[config.mk]
export PLATFORM = sky130hd
export DESIGN_NAME = rtc_tod_counter
export DESIGN_NICKNAME = d
export VERILOG_FILES = /design/src/rtl/rtc_tod_counter.sv
export SDC_FILE = /design/constraint.sdc
export NUM_CORES = 1
export LEC_CHECK = 0
export BUFFER_PORTS_ARGS = -buffer_cell sky130_fd_sc_hd__clkbuf_2
export CELL_PAD_IN_SITES_DETAIL_PLACEMENT = 1
export CELL_PAD_IN_SITES_GLOBAL_PLACEMENT = 2
export CORE_MARGIN = 1.5
export CORE_UTILIZATION = 39
export DETAILED_ROUTE_END_ITERATION = 6
export PLACE_DENSITY_LB_ADDON = 0.1
export SLEW_MARGIN = 20
export SYNTH_ARGS = -nofsm -noshare
export SYNTH_HDL_FRONTEND = slang
export SYNTH_SLANG_ARGS = --single-unit
export TNS_END_PERCENT = 30
[constraint.sdc]
create_clock -name clk -period 8.3 [get_ports clk]
set_clock_uncertainty 0.1 [all_clocks]
set_input_delay 1.245 -clock clk [delete_from_list [all_inputs] [get_ports clk]]
set_output_delay 1.245 -clock clk [all_outputs]
set_load 0.05 [all_outputs]
[src/rtl/rtc_tod_counter.sv]
`timescale 1ns/1ps
module rtc_tod_counter #(
  parameter int UIP_CYCLES = 4
) (
  input  logic       clk,
  input  logic       rst_n,
  input  logic       tick_1hz,
  input  logic       wr_en,
  input  logic [3:0] wr_addr,
  input  logic [7:0] wr_data,
  input  logic [3:0] rd_addr,
  output logic [7:0] rd_data
);
  localparam int CW = $clog2(UIP_CYCLES + 1);

  logic [7:0] sec_q, asec_q, min_q, amin_q, hour_q, ahour_q;
  logic [7:0] dow_q, dom_q, mon_q, yr_q, cb_q;
  logic [6:0] ca_q;
  logic [CW-1:0] uip_cnt;

  wire uip    = uip_cnt != '0;
  wire bin_m  = cb_q[2];
  wire h24    = cb_q[1];
  wire freeze = cb_q[7];
  wire commit = (uip_cnt == CW'(1)) && !freeze;

  function automatic logic [6:0] dec(input logic [7:0] v, input logic b);
    return b ? v[6:0] : 7'(v[7:4] * 10 + v[3:0]);
  endfunction

  function automatic logic [7:0] enc(input logic [6:0] n, input logic b);
    return b ? {1'b0, n} : {4'(n / 7'd10), 4'(n % 7'd10)};
  endfunction

  logic [6:0] s, mi, hr12, hcur, h_n, h12_n, dw, dm, mo, yr, mlen;
  logic       s_wrap, mi_wrap, h_wrap, dm_wrap, mo_wrap;
  logic [7:0] h12_enc, hour_n;

  always_comb begin
    s       = dec(sec_q, bin_m);
    mi      = dec(min_q, bin_m);
    hr12    = dec({1'b0, hour_q[6:0]}, bin_m);
    hcur    = h24 ? dec(hour_q, bin_m)
                  : ((hr12 == 7'd12) ? 7'd0 : hr12) + (hour_q[7] ? 7'd12 : 7'd0);
    dw      = dec(dow_q, bin_m);
    dm      = dec(dom_q, bin_m);
    mo      = dec(mon_q, bin_m);
    yr      = dec(yr_q, bin_m);
    s_wrap  = s >= 7'd59;
    mi_wrap = s_wrap && (mi >= 7'd59);
    h_wrap  = mi_wrap && (hcur >= 7'd23);
    h_n     = (hcur >= 7'd23) ? 7'd0 : hcur + 7'd1;
    h12_n   = (h_n == 7'd0 || h_n == 7'd12) ? 7'd12 : (h_n > 7'd12 ? h_n - 7'd12 : h_n);
    h12_enc = enc(h12_n, bin_m);
    hour_n  = h24 ? enc(h_n, bin_m) : {h_n >= 7'd12, h12_enc[6:0]};
    if (mo == 7'd2)
      mlen = (yr[1:0] == 2'd0) ? 7'd29 : 7'd28;
    else if (mo == 7'd4 || mo == 7'd6 || mo == 7'd9 || mo == 7'd11)
      mlen = 7'd30;
    else
      mlen = 7'd31;
    dm_wrap = h_wrap && (dm >= mlen);
    mo_wrap = dm_wrap && (mo >= 7'd12);
  end

  always_ff @(posedge clk) begin
    if (!rst_n) begin
      {sec_q, asec_q, min_q, amin_q, hour_q, ahour_q} <= '0;
      dow_q <= 8'h01; dom_q <= 8'h01; mon_q <= 8'h01; yr_q <= 8'h00;
      ca_q <= '0; cb_q <= 8'h02; uip_cnt <= '0;
    end else begin
      if (uip) uip_cnt <= uip_cnt - CW'(1);
      else if (tick_1hz && !freeze) uip_cnt <= CW'(UIP_CYCLES);

      if (commit) begin
        sec_q <= enc(s_wrap ? 7'd0 : s + 7'd1, bin_m);
        if (s_wrap)  min_q  <= enc((mi >= 7'd59) ? 7'd0 : mi + 7'd1, bin_m);
        if (mi_wrap) hour_q <= hour_n;
        if (h_wrap) begin
          dow_q <= enc((dw >= 7'd7) ? 7'd1 : dw + 7'd1, bin_m);
          dom_q <= enc((dm >= mlen) ? 7'd1 : dm + 7'd1, bin_m);
        end
        if (dm_wrap) mon_q <= enc((mo >= 7'd12) ? 7'd1 : mo + 7'd1, bin_m);
        if (mo_wrap) yr_q  <= enc((yr >= 7'd99) ? 7'd0 : yr + 7'd1, bin_m);
      end

      if (wr_en) begin
        case (wr_addr)
          4'h0: sec_q   <= wr_data;
          4'h1: asec_q  <= wr_data;
          4'h2: min_q   <= wr_data;
          4'h3: amin_q  <= wr_data;
          4'h4: hour_q  <= wr_data;
          4'h5: ahour_q <= wr_data;
          4'h6: dow_q   <= wr_data;
          4'h7: dom_q   <= wr_data;
          4'h8: mon_q   <= wr_data;
          4'h9: yr_q    <= wr_data;
          4'hA: ca_q    <= wr_data[6:0];
          4'hB: cb_q    <= wr_data;
          default: ;
        endcase
      end
    end
  end

  always_comb begin
    case (rd_addr)
      4'h0: rd_data = sec_q;
      4'h1: rd_data = asec_q;
      4'h2: rd_data = min_q;
      4'h3: rd_data = amin_q;
      4'h4: rd_data = hour_q;
      4'h5: rd_data = ahour_q;
      4'h6: rd_data = dow_q;
      4'h7: rd_data = dom_q;
      4'h8: rd_data = mon_q;
      4'h9: rd_data = yr_q;
      4'hA: rd_data = {uip, ca_q};
      4'hB: rd_data = cb_q;
      default: rd_data = 8'h00;
    endcase
  end
endmodule

[Yosys cells after proc, flatten, opt, wreduce, memory -nomap -nowiden]
Cells that the tools add are included.
Word-level totals
  logic and storage cells: 178
  bits of input ports: 20
  register bits after elaboration: 98
  output and inout port bits: 8
Cells by class
  add/sub/neg operators: 18
  reductions and logical operators: 22
  divide/modulo/power cells: 16
  order comparisons: 9
  muxes and demuxes: 62
  $mul: 8
  equality and inequality tests: 30
Operators by type and width (number)
  two-way mux 8 bit: 35
  two-way mux 7 bit: 20
  one-hot mux 8 bit (12 select lines): 1
  adder 7 x 4 -> 7 bit: 9
  divider 7 x 4 -> 7 bit (second input constant): 8
  remainder unit 7 x 4 -> 7 bit (second input constant): 8
  adder 7 x 1 -> 7 bit (second input constant): 7
  multiplier 4 x 3 -> 6 bit (second input constant): 7
  equality test 4 x 3 -> 1 bit (second input constant): 8
  equality test 4 bit (second input constant): 8
  equality test 7 x 4 -> 1 bit (second input constant): 4
  equality test 4 x 2 -> 1 bit (second input constant): 4
  equality test 7 x 3 -> 1 bit (second input constant): 2
  >= comparator 7 x 4 -> 1 bit (second input constant): 2
  >= comparator 7 x 6 -> 1 bit (second input constant): 2
  AND reduction 2 bit: 5
  equality test 4 x 1 -> 1 bit (second input constant): 2
  zero test 4 bit: 2
  equality test 7 x 2 -> 1 bit (second input constant): 1
  >= comparator 7 x 3 -> 1 bit (second input constant): 1
  >= comparator 7 x 5 -> 1 bit (second input constant): 1
  >= comparator 7 bit: 1
  >= comparator 7 bit (second input constant): 1
  > comparator 7 x 4 -> 1 bit (second input constant): 1
  15 further kinds: 25

[Depth between registers and ports, before layout]
Gate-level depths: netlist of the first run.
  word-level depth: 19
  gate-level depth with buffers: 36
  mapped depth without buffers: 33

[Least setup slack after synthesis of the first run]
OpenSTA, ideal clock, no wires.
  path kind: register -> register
  start point: register cb_q[2]
  end point: register hour_q[4]
  cell stages (with the launch flop): 37
  slack: 1216 ps
  period minus slack after synthesis: 7084 ps
  setup time: 74 ps
  buffers on the path: 7
  data required time: 8126 ps
  arrival: 6910 ps
  cell sequence: dfxtp_1 buf_6 buf_4 buf_6 buf_2 buf_2 buf_1 o21ai_0 or4_1 nor4b_1 nor2_1 ha_1 fa_1 and2_1 o2111ai_1 nand2_1 nor3_1 nor2_1 nor3_2 buf_2 nand2_1 inv_1 ha_1 a21oi_1 nand2_1 o31a_1 o21ai_0 or2_1 nor4bb_1 nor2b_1 ha_1 nand2_1 a211o_1 o211a_1 nand2_1 a221o_1 a31oi_1
Between the ends
  cells in the longest elaborated chain, start to end: 17
  elaborated cells on any way between the ends: 30
  those cells by class: 3 x add/sub; 2 x div; 4 x order compare; 2 x eq/ne; 16 x mux; 3 x reduce/logical
Ends and longest elaborated chain
  start, declared: RTL line 17  | logic [7:0] dow_q, dom_q, mon_q, yr_q, cb_q;
  start signal, assigned: RTL line 100  | 4'hB: cb_q <= wr_data;
  two-way mux 7 bit: RTL line 28  | return b ? v[6:0] : 7'(v[7:4] * 10 + v[3:0]);
  equality test 7 x 4 -> 1 bit: RTL line 44  | : ((hr12 == 7'd12) ? 7'd0 : hr12) + (hour_q[7] ? 7'd12 : 7'd0);
  two-way mux 7 bit: RTL line 44
  adder 7 x 4 -> 7 bit: RTL line 44
  two-way mux 7 bit: RTL line 43  | hcur = h24 ? dec(hour_q, bin_m)
  adder 7 x 1 -> 7 bit or >= comparator 7 x 5 -> 1 bit (tied branches): RTL line 52  | h_n = (hcur >= 7'd23) ? 7'd0 : hcur + 7'd1;
  two-way mux 7 bit: RTL line 52
  subtractor 7 x 4 -> 7 bit, or another cell as far along: RTL line 53  | h12_n = (h_n == 7'd0 || h_n == 7'd12) ? 7'd12 : (h_n > 7'd12 ? h_n - 7'd12 : h_n);
  two-way mux 7 bit or logical OR 1 bit (tied branches): RTL line 53
  two-way mux 7 bit: RTL line 53
  divider 7 x 4 -> 7 bit: RTL line 32  | return b ? {1'b0, n} : {4'(n / 7'd10), 4'(n % 7'd10)};
  two-way mux 7 bit: RTL line 32
  two-way mux 8 bit: RTL line 55  | hour_n = h24 ? enc(h_n, bin_m) : {h_n >= 7'd12, h12_enc[6:0]};
  two-way mux 8 bit (*): RTL line 78  | if (mi_wrap) hour_q <= hour_n;
  two-way mux 8 bit (*): RTL line 75  | if (commit) begin
  two-way mux 8 bit: RTL line 88  | case (wr_addr)
  two-way mux 8 bit (*): RTL line 87  | if (wr_en) begin
  end signal, assigned: RTL line 78
  end signal, assigned: RTL line 93  | 4'h4: hour_q <= wr_data;
  end, declared: RTL line 16  | logic [7:0] sec_q, asec_q, min_q, amin_q, hour_q, ahour_q;
Every way passes the cells marked *; elsewhere a longest branch is shown, timed or not.
A chain may end at the register's enable or synchronous reset.

[Final worst setup path of the first run]
  start point: register hour_q[4]
  end point: register hour_q[4]
Between the ends
  cells in the longest elaborated chain, start to end: 19
  elaborated cells on any way between the ends: 29
  those cells by class: 5 x add/sub; 2 x mul; 2 x div; 2 x order compare; 2 x eq/ne; 14 x mux; 2 x reduce/logical
Ends and longest elaborated chain (RTL line)
  multiplier 3 x 3 -> 6 bit: 28
  adder 7 x 4 -> 7 bit: 28
  two-way mux 7 bit: 28
  equality test 7 x 4 -> 1 bit: 44
  two-way mux 7 bit: 44
  adder 7 x 4 -> 7 bit: 44
  two-way mux 7 bit: 43
  adder 7 x 1 -> 7 bit or >= comparator 7 x 5 -> 1 bit (tied branches): 52
  [... 3 more ...]
  two-way mux 7 bit: 53
  divider 7 x 4 -> 7 bit: 32
  two-way mux 7 bit: 32
  two-way mux 8 bit: 55
  two-way mux 8 bit: 78
  two-way mux 8 bit (*): 75
  two-way mux 8 bit: 88
  two-way mux 8 bit (*): 87
Marks and branches as above.

==> results of run 1 <==
cell usage in the layout, fill, tap and decap left out, types with 7 or more instances in the layout:
master and n:
nor2_1 151, nand2_1 142, dfxtp_1 96, a21oi_1 86, mux2i_1 70, ha_1 69
nand3_1 63, o21ai_0 62, nor3_1 38, inv_1 31, clkbuf_2 27, o211ai_1 25
a211oi_1 24, mux2_2 22, xnor2_1 22, nand2b_1 19, nor2b_1 16, a31oi_1 16
and3_1 15, or2_2 15, fa_1 15, o22ai_1 13, a221oi_1 12, xor2_1 12
and2_1 12, a22oi_1 11, a311oi_1 11, a211o_1 10, nor3b_1 10, a21o_1 10
or3_1 10, o31ai_1 9, o21a_1 9, clkbuf_16 9, o2111ai_1 8, nand4_1 8
buf_4 8, a31o_2 7
area by class of cell:
class                           instances  area (um2)
Sequential cell                        98        1970
Fill cell                            3313       15700
Timing Repair Buffer                   35         195
Clock buffer                           12         267
Clock inverter                          4        31.3
Tap cell                              341         427
Inverter                               34         128
Multi-Input combinational cell       1165        8170
logic make-up (layout without fill, tap and decap cells):
kind of cell / count (synthesis) / after routing / share of synthesized area (%)
XOR/XNOR: 35 / 35 / 2.96
buffers and inverters: 118 / 85 / 4.88
AND/OR/NAND/NOR: 551 / 551 / 25.6
adder cells (fa/ha/maj): 87 / 87 / 11.2
multiplexers: 94 / 94 / 9.35
AO/OA/AOI/OAI: 398 / 398 / 27.5
flip-flops: 98 / 98 / 18.5
sequential cells by signal, indices dropped and copies added, names as in the netlist:
signal   cells
ahour_q      8
amin_q       8
asec_q       8
cb_q         8
dom_q        8
dow_q        8
hour_q       8
min_q        8
mon_q        8
sec_q        8
yr_q         8
ca_q         7
uip_cnt      3
worst paths after layout:
| kind | from | endpoint | slack, ns | cells past startpoint |
|---|---|---|---|---|
| setup / recovery | hour_q[4] | hour_q[4] | 0.77 | 33 |
| hold / removal | ahour_q[7] | ahour_q[7] | 0.39 | 2 |
| setup reg to reg | hour_q[4] | hour_q[4] | 0.77 | 33 |
| hold reg to reg | ahour_q[7] | ahour_q[7] | 0.39 | 2 |
layer usage:
layer	track usage, %	vias up
li1	-	5097
met1	36.5	5311
met2	46.3	159
met3	2.68	40
met4	5.55	0
met5	0	-
worst register-to-register path, delay by kind of cell (launching register included):
kind / cells / cell delay (ns)
simple gates: 15 / 3.16
fa+ha+maj: 6 / 1.85
compound gates: 9 / 1.54
flops: 1 / 0.42
xor+xnor: 1 / 0.21
buf+inv: 2 / 0.19
per-stage QoR:
step | utilization (%) | setup slack [ns] | power (mW)
finish | 41.6 | 0.770 | 1.56
global route | 41.6 | 0.0450 | 1.65
CTS | 41.6 | 0.384 | 1.57
detailed placement | 40.5 | 0.451 | 1.14
global placement | 40.4 | 0.742 | 1.13
floorplan | - | 1.22 | 0.990
power groups by stage:
stage | Sequential (mW) | Clock, mW | Combinational [mW]
after global routing | 0.543 | 0.450 | 0.660
after floorplan | 0.528 | 0 | 0.461
final | 0.539 | 0.426 | 0.592
after CTS | 0.539 | 0.433 | 0.595
after global placement | 0.549 | 0 | 0.580
after detailed placement | 0.550 | 0 | 0.592
what timing repair did:
action / 4_1_cts / 5_1_grt
endpoints found under the hold margin: 0 / 0
endpoints found under the setup margin: 0 / 4
setup buffers: 0 / 0
resized for setup: 0 / 3
==> results.toml, run 1 <==
[outcome]
status = "completed"

[floorplanning]
die_h_um = 168
row_count = 60
die_w_um = 168
dieArea_um2 = 28200
core_area_um2 = 26900
io_pins = 28
initial_core_util_pct = 39.5

[route]
drc = 0
final_antenna_net_count = 0
wl_met1_um = 18100
post_drt_wl_per_cell_um = 22.3
first_iter_violations = 713
finalWirelength_um = 37700
firstDrtPassIters = 5
vias = 10600
viasPerCell = 6.28
met3_length_um = 1190
wl_met2_um = 17800
top_layer_used = "met4"

[finish]
drive_above_1_share_pct = 10.5
nets = 1447
post_layout_nonfiller_instances = 1689
diodes = 0
fin_area_um2 = 11200
area_growth_pct = 5.23

[power_and_ir_drop]
powerDensity_nw_per_um2 = 139
ir_drop_mv = 0.161
p_comb_share_pct = 38.0
swShare_pct = 38.7
clockPowerShare_pct = 27.3
p_leak_nw = 4.51
p_sw_mw = 0.602
p_seq_share_pct = 34.6
power.internal_mw = 0.955

[yosys]
yosysMostFrequentCell = "nor2_1"
synth_edf_count = 0
synthesis.area_um2 = 10600
synth.net_count = 1485
synth_cell_types = 112
syn_area_per_cell_um2 = 7.69
yosysWarnings = 0
netlist_top_cells_count = "152 x nor2_1, 142 x nand2_1, 98 x dfxtp_1"
syn-instance-count = 1381
synth-seq-cells = 98
synth_top_area_share_pct = 18.5
ys_async_sr_fraction_pct = 0
yosysSeqAreaShare_pct = 18.5
ys.flop_type = "dfxtp_1"
yosysTopAreaCell = "dfxtp_1"
synth.area.top_cells = "dfxtp_1 18%, ha_1 8.1%, mux2i_1 6.6%, nor2_1 5.4%, nand2_1 5.0%"

[placed_design]
port_buffers = 27
place_inst = 1673
place_congestion = 0.863
place.detailed.hpwl_um = 28100
post_dp_cell_area_um2 = 10900

[critical_path]
cp_slowest_cell = "or4_1"
endpoint_kind = "flop"
critical_path_class = "reg2reg"
cp.arrival_ns = 7.70
timing.critical_path.mode_cell = "nand2_1"
critPathMaxStageDelay_ns = 0.54
worst-path-buf-inv = 2
worstPathMaxFanout = 8
cp.required_ns = 8.47
start_kind = "flop"
critical-path-top-delay-family = "simple AND/OR/NAND/NOR gates"

[sta]
rsz0062_at_grt = "false"
hold_viol = 0
slew_headroom_pct = 25.0
setup_viol = 0
post-route-period-util_pct = 90.7
holdWs_ns = 0.391
fin_tns_setup_ns = 0
max_slew.worst_pin.slew_ns = 1.12
min_period_ns = 7.53
slew_violations = 0
fmax_mhz = 133

[clock_network]
clk_latency_ns = 0.37
htreeDepth = 3
clk_pin_slew_worst_paths_ns = 0.07
numCtsBuffers = 9
cts_tree = "yes"
cts_root_buf = "clkbuf_16"
hold_buffers = 0
cts_buffer_depth = 2
clock_sinks = 98

[global_route]
grt_pass1_wl_um = 60500
grt_max_degree = 65
grt.total_usage_pct = 26.9
antenna_found_initial = 0
overflow = 0
grt_pass1_vias = 10700

[run]
cap_violations = 0

[hold_path]
hold_path_class = "reg2reg"
Note: power is estimated with default switching activity, not from simulation.
==> run 2: changes to the inputs <==
--- a/config.mk
+++ b/config.mk
@@ -9,7 +9,7 @@
 export CELL_PAD_IN_SITES_DETAIL_PLACEMENT = 1
 export CELL_PAD_IN_SITES_GLOBAL_PLACEMENT = 2
 export CORE_MARGIN = 1.5
-export CORE_UTILIZATION = 39
+export CORE_UTILIZATION = 35
 export DETAILED_ROUTE_END_ITERATION = 6
 export PLACE_DENSITY_LB_ADDON = 0.1
 export SLEW_MARGIN = 20
==> run 2 against run 1 <==
Net effect:
- sequential power about the same
- via count fell by 1.2%
- die area rose by 11%
- total power increased by 1.1%
- wire length grew 1.7%
- final cell count grew 3.1%
- global-route usage fell by 2.0 points
- critical path type unchanged
- critical endpoint unchanged
==> results.toml, run 2 (synthesis results as in run 1) <==
[critical_path]
cp.required_ns = 8.49
start_kind = "flop"
worstPathMaxFanout = 15
endpoint_kind = "flop"
critical-path-top-delay-family = "simple AND/OR/NAND/NOR gates"
critPathMaxStageDelay_ns = 0.53
cp.arrival_ns = 7.92
reg2reg_depth = 34
cp_num_cells = 34
timing.critical_path.mode_cell = "nand2_1"
worst-path-buf-inv = 3
cp_slowest_cell = "or4_1"
critical_path_class = "reg2reg"

[global_route]
antenna_found_initial = 0
grt_busiest_layer = "met2"
grt_pass1_wl_um = 61300
grt.total_usage_pct = 24.9
grt_pass1_vias = 10600
grtUsageMet1_pct = 34.2
overflow = 0
use_met3_pct = 2.13
grtUsageMet2_pct = 41.9
grt_max_degree = 69

[power_and_ir_drop]
power.internal_mw = 0.976
p_seq_share_pct = 34.1
ir_drop_mv = 0.0867
powerDensity_nw_per_um2 = 140
p_leak_nw = 4.53
p_comb_share_pct = 37.8
p_total_mw = 1.57
swShare_pct = 38.0
clockPowerShare_pct = 28.1
p_sw_mw = 0.598

[sta]
fin_tns_setup_ns = 0
max_slew.worst_pin.slew_ns = 1.16
post-route-period-util_pct = 93.1
layout_setup_ws_ns = 0.573
hold_viol = 0
fmax_mhz = 129
setup_viol = 0
slew_headroom_pct = 22.2
min_period_ns = 7.73
rsz0062_at_grt = "false"
slew_violations = 0

[finish]
nets = 1451
post_layout_nonfiller_instances = 1742
mostFrequentLayoutCells = "152 x nor2_1, 142 x nand2_1, 97 x dfxtp_1, 86 x a21oi_1, 70 x mux2i_1"
layout_commonest_cell = "nor2_1"
drive_above_1_share_pct = 10.4
area_growth_pct = 5.98
diodes = 0

[clock_network]
clock_sinks = 98
cts_buffer_depth = 2
clk_latency_ns = 0.36
htreeDepth = 3
clk_pin_slew_worst_paths_ns = 0.07
numCtsBuffers = 9
cts_tree = "yes"
cts_root_buf = "clkbuf_16"

[route]
post_drt_wl_per_cell_um = 22.0
finalWirelength_um = 38400
vias = 10500
final_antenna_net_count = 0
first_iter_violations = 441
drc = 0
firstDrtPassIters = 5
viasPerCell = 6.02

[floorplanning]
dieArea_um2 = 31400
io_pins = 28
core_area_um2 = 29800
die_w_um = 177
row_count = 63
die_h_um = 177
initial_core_util_pct = 35.7

[placed_design]
port_buffers = 27
pre_cts_slack_ns = 0.401
place_inst = 1726
place_congestion = 0.856
place.detailed.hpwl_um = 28500

[hold_path]
hold_depth = 2
hold_path_class = "reg2reg"

[run]
cap_violations = 0

[outcome]
status = "completed"
==> run 2: cell types whose count changed in the layout (fill, tap and decap cells not counted), sizes merged <==
cell / previous run / this run
clkbuf: 39 / 41
bufinv: 0 / 1
buf: 8 / 12
inv: 34 / 32
clkinv: 4 / 3
==> run 2: worst min-delay path: cells and delay by family, from the launching register on <==
kind	cells	cell delay, ns
flip-flops	1	0.33
multiplexers	1	0.06
AND/OR/NAND/NOR	1	0.07
==> run 2: layer usage <==
metal / routed length [um] / vias to the layer above
met5: 0 / -
met1: 18800 / 5188
li1: - / 5101
met4: 675 / 0
met3: 901 / 40
met2: 18000 / 150
==> run 2: final cells by class <==
| cell class | count | area, um2 |
|---|---|---|
| clock buffer | 14 | 264 |
| multi-input combinational | 1165 | 8160 |
| timing repair buffer | 39 | 225 |
| clock inverter | 2 | 35.0 |
| tap | 390 | 488 |
| sequential | 98 | 1970 |
| fill | 3644 | 18500 |
| inverter | 34 | 128 |
==> run 2: power groups by stage <==
| stage | Clock, mW | Sequential [mW] | Combinational [mW] |
|---|---|---|---|
| floorplan | 0 | 0.528 | 0.461 |
| global placement | 0 | 0.547 | 0.586 |
| detailed placement | 0 | 0.547 | 0.593 |
| CTS | 0.446 | 0.538 | 0.598 |
| global route | 0.463 | 0.542 | 0.670 |
| finish | 0.442 | 0.537 | 0.595 |
==> run 2: final timing paths <==
path / start / endpoint / slack (ns)
max: hour_q[4] / hour_q[4] / 0.57
min: ca_q[6] / ca_q[6] / 0.40
max reg2reg: hour_q[4] / hour_q[4] / 0.57
min reg2reg: ca_q[6] / ca_q[6] / 0.40
==> run 2: repair_timing <==
item / 4_1_cts / 5_1_grt
buffers inserted: 0 / 0
hold buffers: 0 / 0
resized for setup: 0 / 2
endpoints found under the setup margin: 0 / 4
==> run 2: stage by stage <==
step | area, um2 | hold WS, ns | utilization [%]
3_5_place_dp | 11000 | 0.385 | 36.8
6_report | 11300 | 0.398 | 37.8
4_1_cts | 11300 | 0.401 | 37.8
5_1_grt | 11300 | 0.421 | 37.8
3_3_place_gp | 11000 | 0.368 | 36.8
2_1_floorplan | 10600 | 0.350 | -
